<file path="config.mk">
export PLATFORM = sky130hd
export DESIGN_NAME = pinbank_regs
export DESIGN_NICKNAME = d
export VERILOG_FILES = /design/src/rtl/pinbank_pkg.sv /design/src/rtl/pinbank_decode.sv /design/src/rtl/pinbank_port.sv /design/src/rtl/pinbank_sync.sv /design/src/rtl/pinbank_regs.sv
export SDC_FILE = /design/constraint.sdc
export NUM_CORES = 1
export LEC_CHECK = 0
export CELL_PAD_IN_SITES_DETAIL_PLACEMENT = 0
export CELL_PAD_IN_SITES_GLOBAL_PLACEMENT = 1
export CORE_ASPECT_RATIO = 2
export CORE_MARGIN = 2
export CORE_UTILIZATION = 41
export CTS_CLUSTER_DIAMETER = 50
export CTS_CLUSTER_SIZE = 28
export DETAILED_ROUTE_END_ITERATION = 6
export PLACE_DENSITY = 0.93
export SLEW_MARGIN = 30
export SYNTH_ARGS = -nofsm -noshare
export SYNTH_HDL_FRONTEND = slang
export SYNTH_HIERARCHICAL = 1
export SYNTH_SLANG_ARGS = --single-unit
</file>
<file path="constraint.sdc">
create_clock -name clk -period 1.65 [get_ports clk]
set_input_delay 0.33 -clock clk [delete_from_list [all_inputs] [get_ports clk]]
set_output_delay 0.33 -clock clk [all_outputs]
set_load 0.05 [all_outputs]
</file>
<file path="src/rtl/pinbank_pkg.sv">
package pinbank_pkg;
    localparam int PORT_PINS = 8;
    localparam int GROUPS    = 8;
    localparam int GROUP_SPAN = 16;

    typedef enum logic [2:0] {
        G_MODE = 3'd0,
        G_DIR  = 3'd1,
        G_OUTV = 3'd2,
        G_INP  = 3'd3,
        G_STAT = 3'd4,
        G_IEN  = 3'd5,
        G_ITYP = 3'd6,
        G_ICLR = 3'd7
    } grp_e;

    typedef struct packed {
        logic [PORT_PINS-1:0] mode;
        logic [PORT_PINS-1:0] dir;
        logic [PORT_PINS-1:0] outv;
        logic [PORT_PINS-1:0] stat;
        logic [PORT_PINS-1:0] ien;
        logic [PORT_PINS-1:0] ityp;
    } port_regs_t;

    function automatic logic [PORT_PINS-1:0] merge_bits(
        input logic [PORT_PINS-1:0] old_v,
        input logic [PORT_PINS-1:0] new_v,
        input logic [PORT_PINS-1:0] sel);
        return (old_v & ~sel) | (new_v & sel);
    endfunction
endpackage

</file>
<file path="src/rtl/pinbank_decode.sv">
module pinbank_decode
    import pinbank_pkg::*;
#(
    parameter int NUM_PORTS    = 4,
    parameter int ADDR_W       = 12,
    parameter int BANK_STRIDE  = 128,
    parameter int ALIAS_OFFSET = 2048,
    parameter int BANK_INDEX   = 0
) (
    input  logic [ADDR_W-1:0] addr,
    output logic              plain_hit,
    output logic              alias_hit,
    output grp_e              grp,
    output logic [1:0]        port
);
    localparam int BASE  = BANK_INDEX * BANK_STRIDE;
    localparam int ABASE = BASE + ALIAS_OFFSET;
    localparam logic [ADDR_W-1:0] BASE_A  = ADDR_W'(BASE);
    localparam logic [ADDR_W-1:0] ABASE_A = ADDR_W'(ABASE);
    localparam logic [ADDR_W-1:0] SPAN_A  = ADDR_W'(GROUPS * GROUP_SPAN);

    logic [ADDR_W-1:0] off_p;
    logic [ADDR_W-1:0] off_a;
    logic              in_p;
    logic              in_a;
    logic [ADDR_W-1:0] off_sel;
    logic              fmt_ok;

    always_comb begin
        off_p   = addr - BASE_A;
        off_a   = addr - ABASE_A;
        in_p    = (addr >= BASE_A) && (off_p < SPAN_A);
        in_a    = (addr >= ABASE_A) && (off_a < SPAN_A);
        off_sel = in_a ? off_a : off_p;
        grp     = grp_e'(off_sel[6:4]);
        port    = off_sel[3:2];
        fmt_ok  = (off_sel[1:0] == 2'b00) && (int'(off_sel[3:2]) < NUM_PORTS);
        plain_hit = in_p && fmt_ok;
        alias_hit = in_a && !in_p && fmt_ok && (grp != G_INP) && (grp != G_ICLR);
    end
endmodule

</file>
<file path="src/rtl/pinbank_port.sv">
module pinbank_port
    import pinbank_pkg::*;
(
    input  logic                 clk,
    input  logic                 rst_n,
    input  logic                 wr_plain,
    input  logic                 wr_alias,
    input  grp_e                 grp,
    input  logic [15:0]          wdata,
    input  logic [PORT_PINS-1:0] set_bits,
    output port_regs_t           regs
);
    port_regs_t regs_d;
    port_regs_t regs_q;
    logic [PORT_PINS-1:0] sel;
    logic [PORT_PINS-1:0] val;

    always_comb begin
        regs_d = regs_q;
        sel    = wr_alias ? wdata[15:8] : {PORT_PINS{1'b1}};
        val    = wdata[7:0];
        if (wr_plain || wr_alias) begin
            case (grp)
                G_MODE: regs_d.mode = merge_bits(regs_q.mode, val, sel);
                G_DIR:  regs_d.dir  = merge_bits(regs_q.dir,  val, sel);
                G_OUTV: regs_d.outv = merge_bits(regs_q.outv, val, sel);
                G_STAT: regs_d.stat = merge_bits(regs_q.stat, val, sel);
                G_IEN:  regs_d.ien  = merge_bits(regs_q.ien,  val, sel);
                G_ITYP: regs_d.ityp = merge_bits(regs_q.ityp, val, sel);
                G_ICLR: if (wr_plain) regs_d.stat = regs_q.stat & ~val;
                default: ;
            endcase
        end
        regs_d.stat = regs_d.stat | set_bits;
    end

    always_ff @(posedge clk or negedge rst_n) begin
        if (!rst_n) regs_q <= '0;
        else        regs_q <= regs_d;
    end

    assign regs = regs_q;
endmodule

</file>
<file path="src/rtl/pinbank_sync.sv">
module pinbank_sync #(
    parameter int W = 32
) (
    input  logic         clk,
    input  logic         rst_n,
    input  logic [W-1:0] din,
    output logic [W-1:0] dout
);
    typedef struct packed {
        logic [W-1:0] s1;
        logic [W-1:0] s2;
    } sync_t;

    sync_t st_d;
    sync_t st_q;

    always_comb begin
        st_d.s1 = din;
        st_d.s2 = st_q.s1;
    end

    always_ff @(posedge clk or negedge rst_n) begin
        if (!rst_n) st_q <= '0;
        else        st_q <= st_d;
    end

    assign dout = st_q.s2;
endmodule

</file>
<file path="src/rtl/pinbank_regs.sv">
module pinbank_regs
    import pinbank_pkg::*;
#(
    parameter int NUM_PORTS    = 4,
    parameter int ADDR_W       = 12,
    parameter int BANK_STRIDE  = 128,
    parameter int ALIAS_OFFSET = 2048,
    parameter int BANK_INDEX   = 0
) (
    input  logic                           clk,
    input  logic                           rst_n,
    input  logic                           bus_wr_en,
    input  logic                           bus_rd_en,
    input  logic [ADDR_W-1:0]              bus_addr,
    input  logic [31:0]                    bus_wdata,
    output logic [31:0]                    bus_rdata,
    input  logic [NUM_PORTS*PORT_PINS-1:0] pad_in,
    output logic [NUM_PORTS*PORT_PINS-1:0] pad_out,
    output logic [NUM_PORTS*PORT_PINS-1:0] pad_oe,
    input  logic [NUM_PORTS*PORT_PINS-1:0] irq_set,
    output logic [NUM_PORTS*PORT_PINS-1:0] irq_status,
    output logic [NUM_PORTS*PORT_PINS-1:0] irq_en,
    output logic [NUM_PORTS*PORT_PINS-1:0] irq_type
);
    localparam int NPINS = NUM_PORTS * PORT_PINS;

    logic       plain_hit;
    logic       alias_hit;
    grp_e       grp;
    logic [1:0] port;

    port_regs_t             regs_q [NUM_PORTS];
    logic [NPINS-1:0]       in_sync;
    logic [NPINS-1:0]       mode_vec;
    logic [31:0]            rdata_d;
    logic [31:0]            rdata_q;
    logic [PORT_PINS-1:0]   rd_byte;

    pinbank_decode #(
        .NUM_PORTS   (NUM_PORTS),
        .ADDR_W      (ADDR_W),
        .BANK_STRIDE (BANK_STRIDE),
        .ALIAS_OFFSET(ALIAS_OFFSET),
        .BANK_INDEX  (BANK_INDEX)
    ) u_dec (
        .addr     (bus_addr),
        .plain_hit(plain_hit),
        .alias_hit(alias_hit),
        .grp      (grp),
        .port     (port)
    );

    pinbank_sync #(.W(NPINS)) u_sync (
        .clk  (clk),
        .rst_n(rst_n),
        .din  (pad_in),
        .dout (in_sync)
    );

    for (genvar p = 0; p < NUM_PORTS; p++) begin : g_port
        logic sel_p;
        assign sel_p = (int'(port) == p);

        pinbank_port u_port (
            .clk     (clk),
            .rst_n   (rst_n),
            .wr_plain(bus_wr_en && plain_hit && sel_p),
            .wr_alias(bus_wr_en && alias_hit && sel_p),
            .grp     (grp),
            .wdata   (bus_wdata[15:0]),
            .set_bits(irq_set[p*PORT_PINS +: PORT_PINS]),
            .regs    (regs_q[p])
        );

        assign mode_vec  [p*PORT_PINS +: PORT_PINS] = regs_q[p].mode;
        assign pad_out   [p*PORT_PINS +: PORT_PINS] = regs_q[p].outv;
        assign pad_oe    [p*PORT_PINS +: PORT_PINS] = regs_q[p].mode & regs_q[p].dir;
        assign irq_status[p*PORT_PINS +: PORT_PINS] = regs_q[p].stat;
        assign irq_en    [p*PORT_PINS +: PORT_PINS] = regs_q[p].ien;
        assign irq_type  [p*PORT_PINS +: PORT_PINS] = regs_q[p].ityp;
    end

    always_comb begin
        rd_byte = '0;
        case (grp)
            G_MODE: rd_byte = regs_q[port].mode;
            G_DIR:  rd_byte = regs_q[port].dir;
            G_OUTV: rd_byte = regs_q[port].outv;
            G_INP:  rd_byte = in_sync[int'(port)*PORT_PINS +: PORT_PINS];
            G_STAT: rd_byte = regs_q[port].stat;
            G_IEN:  rd_byte = regs_q[port].ien;
            G_ITYP: rd_byte = regs_q[port].ityp;
            default: rd_byte = '0;
        endcase
        rdata_d = '0;
        if (bus_rd_en && plain_hit) rdata_d = {24'd0, rd_byte};
    end

    always_ff @(posedge clk or negedge rst_n) begin
        if (!rst_n) rdata_q <= '0;
        else        rdata_q <= rdata_d;
    end

    assign bus_rdata = rdata_q;
endmodule

</file>
Yosys cells after proc, flatten, opt, wreduce, memory -nomap -nowiden --
Index checks and enable logic that the tools add are counted. Widths: inputs -> output; s select.
Word-level totals: register bits after elaboration 288, latch bits 0, RAM bits 0, bits in read-only memories 0, bits of input ports 112, output and inout bits 192, word-level logic and storage cells 192, memories kept 0
Operators by class: $add $sub $neg 1, $mul 0, div/mod/pow operators 0, $lt $le $gt $ge 5, equal/unequal tests 12, shift-type cells 1, multiplexer cells 30, bitwise operators 70, reductions and logical operators 46
Operator list (count):
- $and 8x8->8 | 36
- $or 8x8->8 | 28
- $mux 8 | 17
- $bmux 48 s2 | 1
- $mux 24 | 4
- $mux 48 | 2
- $pmux 8 s2 | 4
- $pmux 8 s7 | 1
- $not 8->8 | 5
- $reduce_and 2->1 | 20
- $shiftx 32x6->8 | 1
- $lt 12x8->1 const B | 2
- $logic_and 1x1->1 | 18
- $eq 3x3->1 const B | 4
- $ge 12x1->1 const B | 1
- $ge 12x12->1 const B | 1
- $sub 12x12->12 const B | 1
- $mux 7 | 1
- $eq 3x2->1 const B | 2
- $eq 2x2->1 const B | 2
- $logic_not 2->1 | 2
- $logic_or 1x1->1 | 4
- $eq 3x1->1 const B | 1
- $ge 3x3->1 const B | 1
- 6 further kinds | 6

Depth between registers and ports, before layout --
Gate-level depths: netlist of the first run.
depth in word-level cells 17, mapped depth 11, mapped depth without buffers 7

Modules after synthesis --
Netlist of the first run, hierarchy kept.
Modules (own cells, without submodules):
- pinbank_port | times used 4, cells each 205, area each 2456.1 um^2, sequential area each 1201.2 um^2
- pinbank_regs | times used 1, cells each 233, area each 2572.5 um^2, sequential area each 200.2 um^2
- pinbank_sync | times used 1, cells each 64, area each 1601.5 um^2, sequential area each 1601.5 um^2
- pinbank_decode | times used 1, cells each 9, area each 77.6 um^2, sequential area each 0.0 um^2

Worst setup path before layout of the first run --
No wires, ideal clock.
path type input to register, start in bus_addr[9], end reg with a tool-made name, library setup time 0.125 ns, data arrival time 2.404 ns, required time 1.525 ns, path slack -0.879 ns, stages 9, buffers on the path 2, cells stage by stage or4_4 -> nor4_1 -> nand2_1 -> nor3_1 -> buf_4 -> o21bai_4 -> buf_4 -> nor3_1 -> mux2_2
RTL lines:
- start: declaration | line pinbank_regs.sv:14 | input logic [ADDR_W-1:0] bus_addr,

==> results of run 1 <==
report_power, final:
part,internal (µW),leakage (µW),switching (µW)
logic,720,0.00626,1200
registers,6570,0.00337,60.0
clock network,2250,0.000291,2780
total,9550,0.00992,4040
final cells by class:
cell class,count,share of cell area (%)
Sequential cell,264,27.0
Timing Repair Buffer,606,31.8
Multi-Input combinational cell,750,36.5
Tap cell,441,2.25
Antenna cell,1,0.0102
Clock inverter,11,0.654
Inverter,4,0.0613
Clock buffer,18,1.79
worst max-delay path: stages:
cell and delay (ps):
buf_6 90, or4_4 570, nor4_4 270, nand2_4 160, nor2_2 220, buf_4 220
o21bai_4 210, nor3_1 290, mux2_2 390
routing by layer:
metal,GRT usage (%),up-vias,wire length (µm)
met4,30.3,2,9410
met3,8.43,626,8670
met2,58.7,1588,34500
met1,38.3,6829,22100
met5,0,-,11
li1,-,5177,-
through the flow:
step	util [%]	hold slack, ps
after floorplan	-	34.4
after global placement	60.2	295
after detailed placement	60.2	302
after CTS	66.7	205
after global routing	71.8	208
final	71.8	209
synth_stat cells (28+ instances only):
master,instances
dfrtp_1,264
mux2_2,140
nor3_1,130
buf_2,49
mux4_2,49
mux2i_1,47
buf_4,38
nand2_1,37
a31oi_1,36
buf_6,36
and2_1,33
o21ai_0,32
o211ai_1,28
final timing paths:
path	start	end	slack [ps]	depth (start not counted)
max	bus_addr[9]	register	-680	9
min	pad_in[3]	u_sync/st_d[3]	210	1
max reg2reg	register	bus_rdata[5]	-160	4
min reg2reg	u_sync/st_d[18]	u_sync/dout[18]	340	0
max in group asynchronous	rst_n	g_port[3].u_port/regs[16]	670	3
min in group asynchronous	rst_n	asynchronous set/reset pin	290	2
cell families (layout without fill, tap and decap cells):
logic type / Yosys count / in the layout
flops: 264 / 264
compound gates: 151 / 157
simple gates: 309 / 309
mux: 256 / 256
other cells: 1 / 25
buf+inv: 141 / 639
xor+xnor: 4 / 4
timing repair:
action                     CTS  global route
buffers inserted            20            79
cloned                       8             5
hold endpoints to repair    40             0
pin swaps                   40            66
hold buffers                 1             0
resized for setup          276           256
setup endpoints to repair  221           234
==> metrics.md, run 1 <==
| Metric | Value |
|---|---|
| Status | `finished, violations left` |
| Failing checks | `negative setup slack` |
| CORE AREA | `34,100 µm²` |
| Slew margin rel. | `50.8%` |
| Avg Inst Size Synth | `12.5 µm²` |
| Global-route wire length before repair | `93.1 mm` |
| Arrival time of the worst setup path | `2770 ps` |
| Largest cells by area after synthesis | `dfrtp_1 47%, mux2_2 11%, mux4_2 7.8%` |
| Register Area | `6610 µm²` |
| Final hold violation count | `0` |
| Commonest non-fill, non-tap cell in the layout | `dfrtp_1` |
| Hpwl dp | `40.7 mm` |
| Max VDD drop | `1.18 mV` |
| Post-synth EDFFs | `0` |
| I/O pin cnt | `304` |
| Synth Instances | `1,126` |
| YS warnings | `6` |
| GRT overflow | `0` |
| Cell Pwr Density | `555 nW/µm²` |
| Initial Util | `41.3%` |
| Cell Area, Synth | `14,100 µm²` |
| H-tree depth | `1` |
| Clock skew | `28.7 ps` |
| Simple-gate portion of the synthesized area | `13.5%` |
| FFs w/ async S/R, synth | `100%` |
| Crit path required time | `2100 ps` |
| Average routed wire per standard cell | `35.7 µm` |
| DRT iter0 DRCs | `2,036` |
| Max_cap viols | `0` |
| Finished Cell Area | `24,500 µm²` |
| CP Capture Type | `register` |
| Die X | `135 µm` |
| Layout net count | `1,755` |
| # DRC | `0` |
| Port buffer count | `263` |
| CP max FO | `12` |
| Final Max Slew Viols | `0` |
| Leading area contributor after synthesis | `dfrtp_1` |
| Setup WS pre-CTS | `-1710 ps` |
| Drt total wl | `74.7 mm` |
| Clock latency on the worst-skew pair | `550 ps` |
| Main combinational cell family by area after synthesis | `multiplexers` |
| CP Launch Type | `input pin` |
| Clock slew at reported path FFs | `100 ps` |
| Pre-antenna DRT Iters | `7` |
| Adder-cell share of the synthesized area | `0%` |
| Post-Synth XOR/XNOR Area | `0.249%` |
| Fillers | `1,867` |
| Mux cell area share after synthesis | `24.0%` |
| Die height | `266 µm` |
| Worst Max-Slew Pin Slew | `738 ps` |
| Num CTS Buffers | `17` |
| Rows | `96` |
| Final setup fails | `227` |
| Yosys top cell area share | `46.9%` |
| Tot GR Track Use | `35.7%` |
| Clk root buf | `clkbuf_16` |
| CTS tree | `done` |
| Cell variety after synth | `46` |
| Fmax | `429 MHz` |
| Vias per inst | `6.79` |
| Routability cong. | `1.01` |
| Multi-input logic area | `8930 µm²` |
| Pin count of the biggest net entering global routing | `53` |
| Seq/Total Area, Yosys | `46.9%` |
| Die footprint | `35,900 µm²` |
| Dpl cell area | `20,500 µm²` |
| RSZ-0062 raised after global routing | `true` |
| Hold Crit Class | `in -> reg` |
| Main synth FF type | `dfrtp_1` |
| Vias in the first global route | `13,800` |
| Final setup TNS | `-99,210 ps` |
| Period minus WS final | `2330 ps` |
| Via Count | `14,200` |
| Maximum buffer depth of the clock tree | `3` |
| Initial antenna violation count | `2` |
| CTS sink cnt | `264` |
| Final period utilization | `141%` |
| Cells after DPL | `1,967` |
| Post-synthesis compound-gate area fraction | `7.89%` |
| Leakage | `0.00992 µW` |
| Final cell count without fillers | `2,095` |
| Share of cells above drive strength 1 | `62.9%` |
| Most frequent cells in the layout | `263 x dfrtp_1, 238 x buf_4, 215 x buf_12` |
| Area Overhead vs Synth | `74.1%` |
| Total power | `13,600 µW` |
| Flops & latches, synth | `264` |
| Crit path kind | `in -> reg` |
| Worst Slack Setup Final | `-679 ps` |
| DRT antenna net count | `0` |
No activity file was read; power rests on OpenSTA's default activity.
==> run 2: changes to the inputs <==
==> constraint.sdc (replaced) <==
create_clock -name clk -period 1.65 [get_ports clk]
set_input_delay 0.33 -clock clk [delete_from_list [all_inputs] [get_ports clk]]
set_output_delay 0.33 -clock clk [all_outputs]
set_load 0.01 [all_outputs]
==> run 2 against run 1 <==
Compared with the run above:
- the flow finishes with violations (design-rule violations, negative setup slack)
- fmax up 1.8%
- wire length down 11%
- die area unchanged
- first-iteration DRC count down 30%
- clock skew down 9.6 ps
- clock power up 15%
- sequential share of layout area up 1.5 points
- critical path type unchanged
- largest cell class unchanged
- largest power group unchanged
==> metrics.md, run 2 (same netlist as run 1, synthesis figures left out) <==
| Metric | Value |
|---|---|
| Final period utilization | `139% (was 141%)` |
| Port buffer count | `263 (unchanged)` |
| Via Count | `13,400 (was 14,200)` |
| Die height | `266 µm (unchanged)` |
| DRT antenna net count | `0 (unchanged)` |
| GR peak layer | `met2 (unchanged)` |
| Pin count of the biggest net entering global routing | `52 (was 53)` |
| Most frequent cells in the layout | `280 x buf_4, 254 x dfrtp_1, 143 x dlymetal6s2s_1 (was 263 x dfrtp_1, 238 x buf_4, 215 x buf_12)` |
| Average routed wire per standard cell | `31.1 µm (was 35.7 µm)` |
| Die footprint | `35,900 µm² (unchanged)` |
| Hold Crit Class | `in -> reg (unchanged)` |
| H-tree depth | `1 (unchanged)` |
| Global-route wire length before repair | `83.2 mm (was 93.1 mm)` |
| Period minus WS final | `2290 ps (was 2330 ps)` |
| Grt met2 use | `53.7% (was 58.7%)` |
| Pre-antenna DRT Iters | `7 (unchanged)` |
| Crit path kind | `in -> reg (unchanged)` |
| Layout net count | `1,794 (was 1,755)` |
| Fin Hold WS | `184 ps (was 209 ps)` |
| Slew margin rel. | `51.3% (was 50.8%)` |
| CTS tree | `done (unchanged)` |
| Fillers | `2,198 (was 1,867)` |
| Rows | `96 (unchanged)` |
| CP max FO | `8 (was 12)` |
| Final hold violation count | `0 (unchanged)` |
| Max stage delay on crit path | `570 ps (about the same)` |
| Max_cap viols | `0 (unchanged)` |
| Cells after DPL | `1,957 (was 1,967)` |
| Drt total wl | `66.5 mm (was 74.7 mm)` |
| # DRC | `4 (was 0)` |
| Worst Max-Slew Pin Slew | `731 ps (was 738 ps)` |
| CP max stage cell | `or4_4 (unchanged)` |
| GRT overflow | `0 (unchanged)` |
| Final setup fails | `217 (was 227)` |
| CTS sink cnt | `264 (unchanged)` |
| RSZ-0062 raised after global routing | `true (unchanged)` |
| Clock latency on the worst-skew pair | `570 ps (was 550 ps)` |
| Die X | `135 µm (unchanged)` |
| Critical-path cell list | `buf_6 > or4_4 > nor4_4 > nand2_2 > buf_12 > nor2_4 > buf_6 > o21bai_4 > buf_4 > nor4_2 > mux2_2 (was buf_6 > or4_4 > nor4_4 > nand2_4 > nor2_2 > buf_4 > o21bai_4 > nor3_1 > mux2_2)` |
| Cell Pwr Density | `607 nW/µm² (was 555 nW/µm²)` |
| Max VDD drop | `1.17 mV (was 1.18 mV)` |
| Initial antenna violation count | `2 (unchanged)` |
| Start point of the critical path | `bus_addr[10] (was bus_addr[9])` |
| Initial Util | `41.3% (unchanged)` |
| Vias in the first global route | `12,800 (was 13,800)` |
| Status | `finished, violations left (unchanged)` |
| Num CTS Buffers | `20 (was 17)` |
| DRT iter0 DRCs | `1,434 (was 2,036)` |
| Crit-path most repeated cell | `buf_6` |
| Arrival time of the worst setup path | `2750 ps (was 2770 ps)` |
| Worst Slack Setup Final | `-638 ps (was -679 ps)` |
| Hpwl dp | `40.4 mm (was 40.7 mm)` |
| GR Util met1 | `35.6% (was 38.3%)` |
| Clk root buf | `clkbuf_16 (unchanged)` |
| Share of cells above drive strength 1 | `54.1% (was 62.9%)` |
| GRT met3 Usage | `4.00% (was 8.43%)` |
| CP Capture Type | `register (unchanged)` |
| Tot GR Track Use | `31.7% (was 35.7%)` |
| Crit path required time | `2110 ps (was 2100 ps)` |
| Commonest non-fill, non-tap cell in the layout | `buf_4 (was dfrtp_1)` |
| Vias per inst | `6.28 (was 6.79)` |
| Routability cong. | `0.938 (was 1.01)` |
| Maximum buffer depth of the clock tree | `3 (unchanged)` |
| Clock slew at reported path FFs | `100 ps (about the same)` |
| Final Max Slew Viols | `0 (unchanged)` |
| CP Launch Type | `input pin (unchanged)` |
| CORE AREA | `34,100 µm² (unchanged)` |
| Fmax | `437 MHz (was 429 MHz)` |
| Failing checks | `design-rule violations, negative setup slack (was negative setup slack)` |
| I/O pin cnt | `304 (unchanged)` |
| Leakage | `0.0113 µW (was 0.00992 µW)` |
| Area Overhead vs Synth | `64.9% (was 74.1%)` |
| Clock skew | `19.2 ps (was 28.7 ps)` |
| Final cell count without fillers | `2,139 (was 2,095)` |
| Hold path start | `pad_in[5] (was pad_in[3])` |
## run 2: layout make-up
type / count / area [µm²] / share of cell area [%]
Antenna cell: 2 / 5.00 / 0.0216
Clock buffer: 21 / 526 / 2.26
Clock inverter: 15 / 259 / 1.12
Inverter: 4 / 15.0 / 0.0647
Multi-Input combinational cell: 751 / 8710 / 37.5
Sequential cell: 264 / 6620 / 28.5
Tap cell: 441 / 552 / 2.38
Timing Repair Buffer: 641 / 6540 / 28.1
## run 2: timing repair
action / in CTS / in global routing
hold buffers: 1 / 0
endpoints found under the setup margin: 368 / 353
setup buffers: 24 / 120
endpoints found under the hold margin: 39 / 0
gates cloned: 5 / 7
pin swaps: 29 / 52
resized for setup: 306 / 375
## run 2: routing by layer
metal	up-vias	share of wire [%]
li1	5266	-
met1	6694	32
met2	1068	48
met3	413	7.9
met4	0	12
met5	-	0
## run 2: metrics by stage
stage	TNS [ps]	cell area (µm²)	setup slack, ps	total power, µW	utilization, %
2_1_floorplan	-130930	14500	-758	7290	-
3_3_place_gp	-263450	18800	-1640	8140	55.2
3_5_place_dp	-268530	18800	-1690	8160	55.2
4_1_cts	-107030	20800	-443	13900	61.0
5_1_grt	-95910	23200	-675	14500	68.0
6_report	-92460	23200	-638	14100	68.1
## run 2: where the power goes
part	switching, µW	total (µW)	internal, µW	leakage (µW)
Sequential	52.1	6630	6570	0.00336
Combinational	988	1680	688	0.00761
Clock	3140	5800	2660	0.000372
## run 2: final timing paths
| kind | cells past startpoint | slack, ps | end |
|---|---|---|---|
| worst min register to register | 0 | 340 | u_sync/dout[2] |
| min in group asynchronous | 2 | 270 | asynchronous set/reset pin |
| worst min-delay path | 1 | 180 | u_sync/st_d[5] |
| worst max register to register | 5 | -170 | bus_rdata[4] |
| worst max-delay path | 11 | -640 | register |
| max in group asynchronous | 3 | 730 | g_port[0].u_port/regs[18] |
## run 2: worst max-delay path: cells and delay by family
| family | cells | cell delay [ps] |
|---|---|---|
| buffers and inverters | 4 | 570 |
| and+or+nand+nor | 5 | 1290 |
| muxes | 1 | 390 |
| AOI/OAI and AO/OA | 1 | 150 |
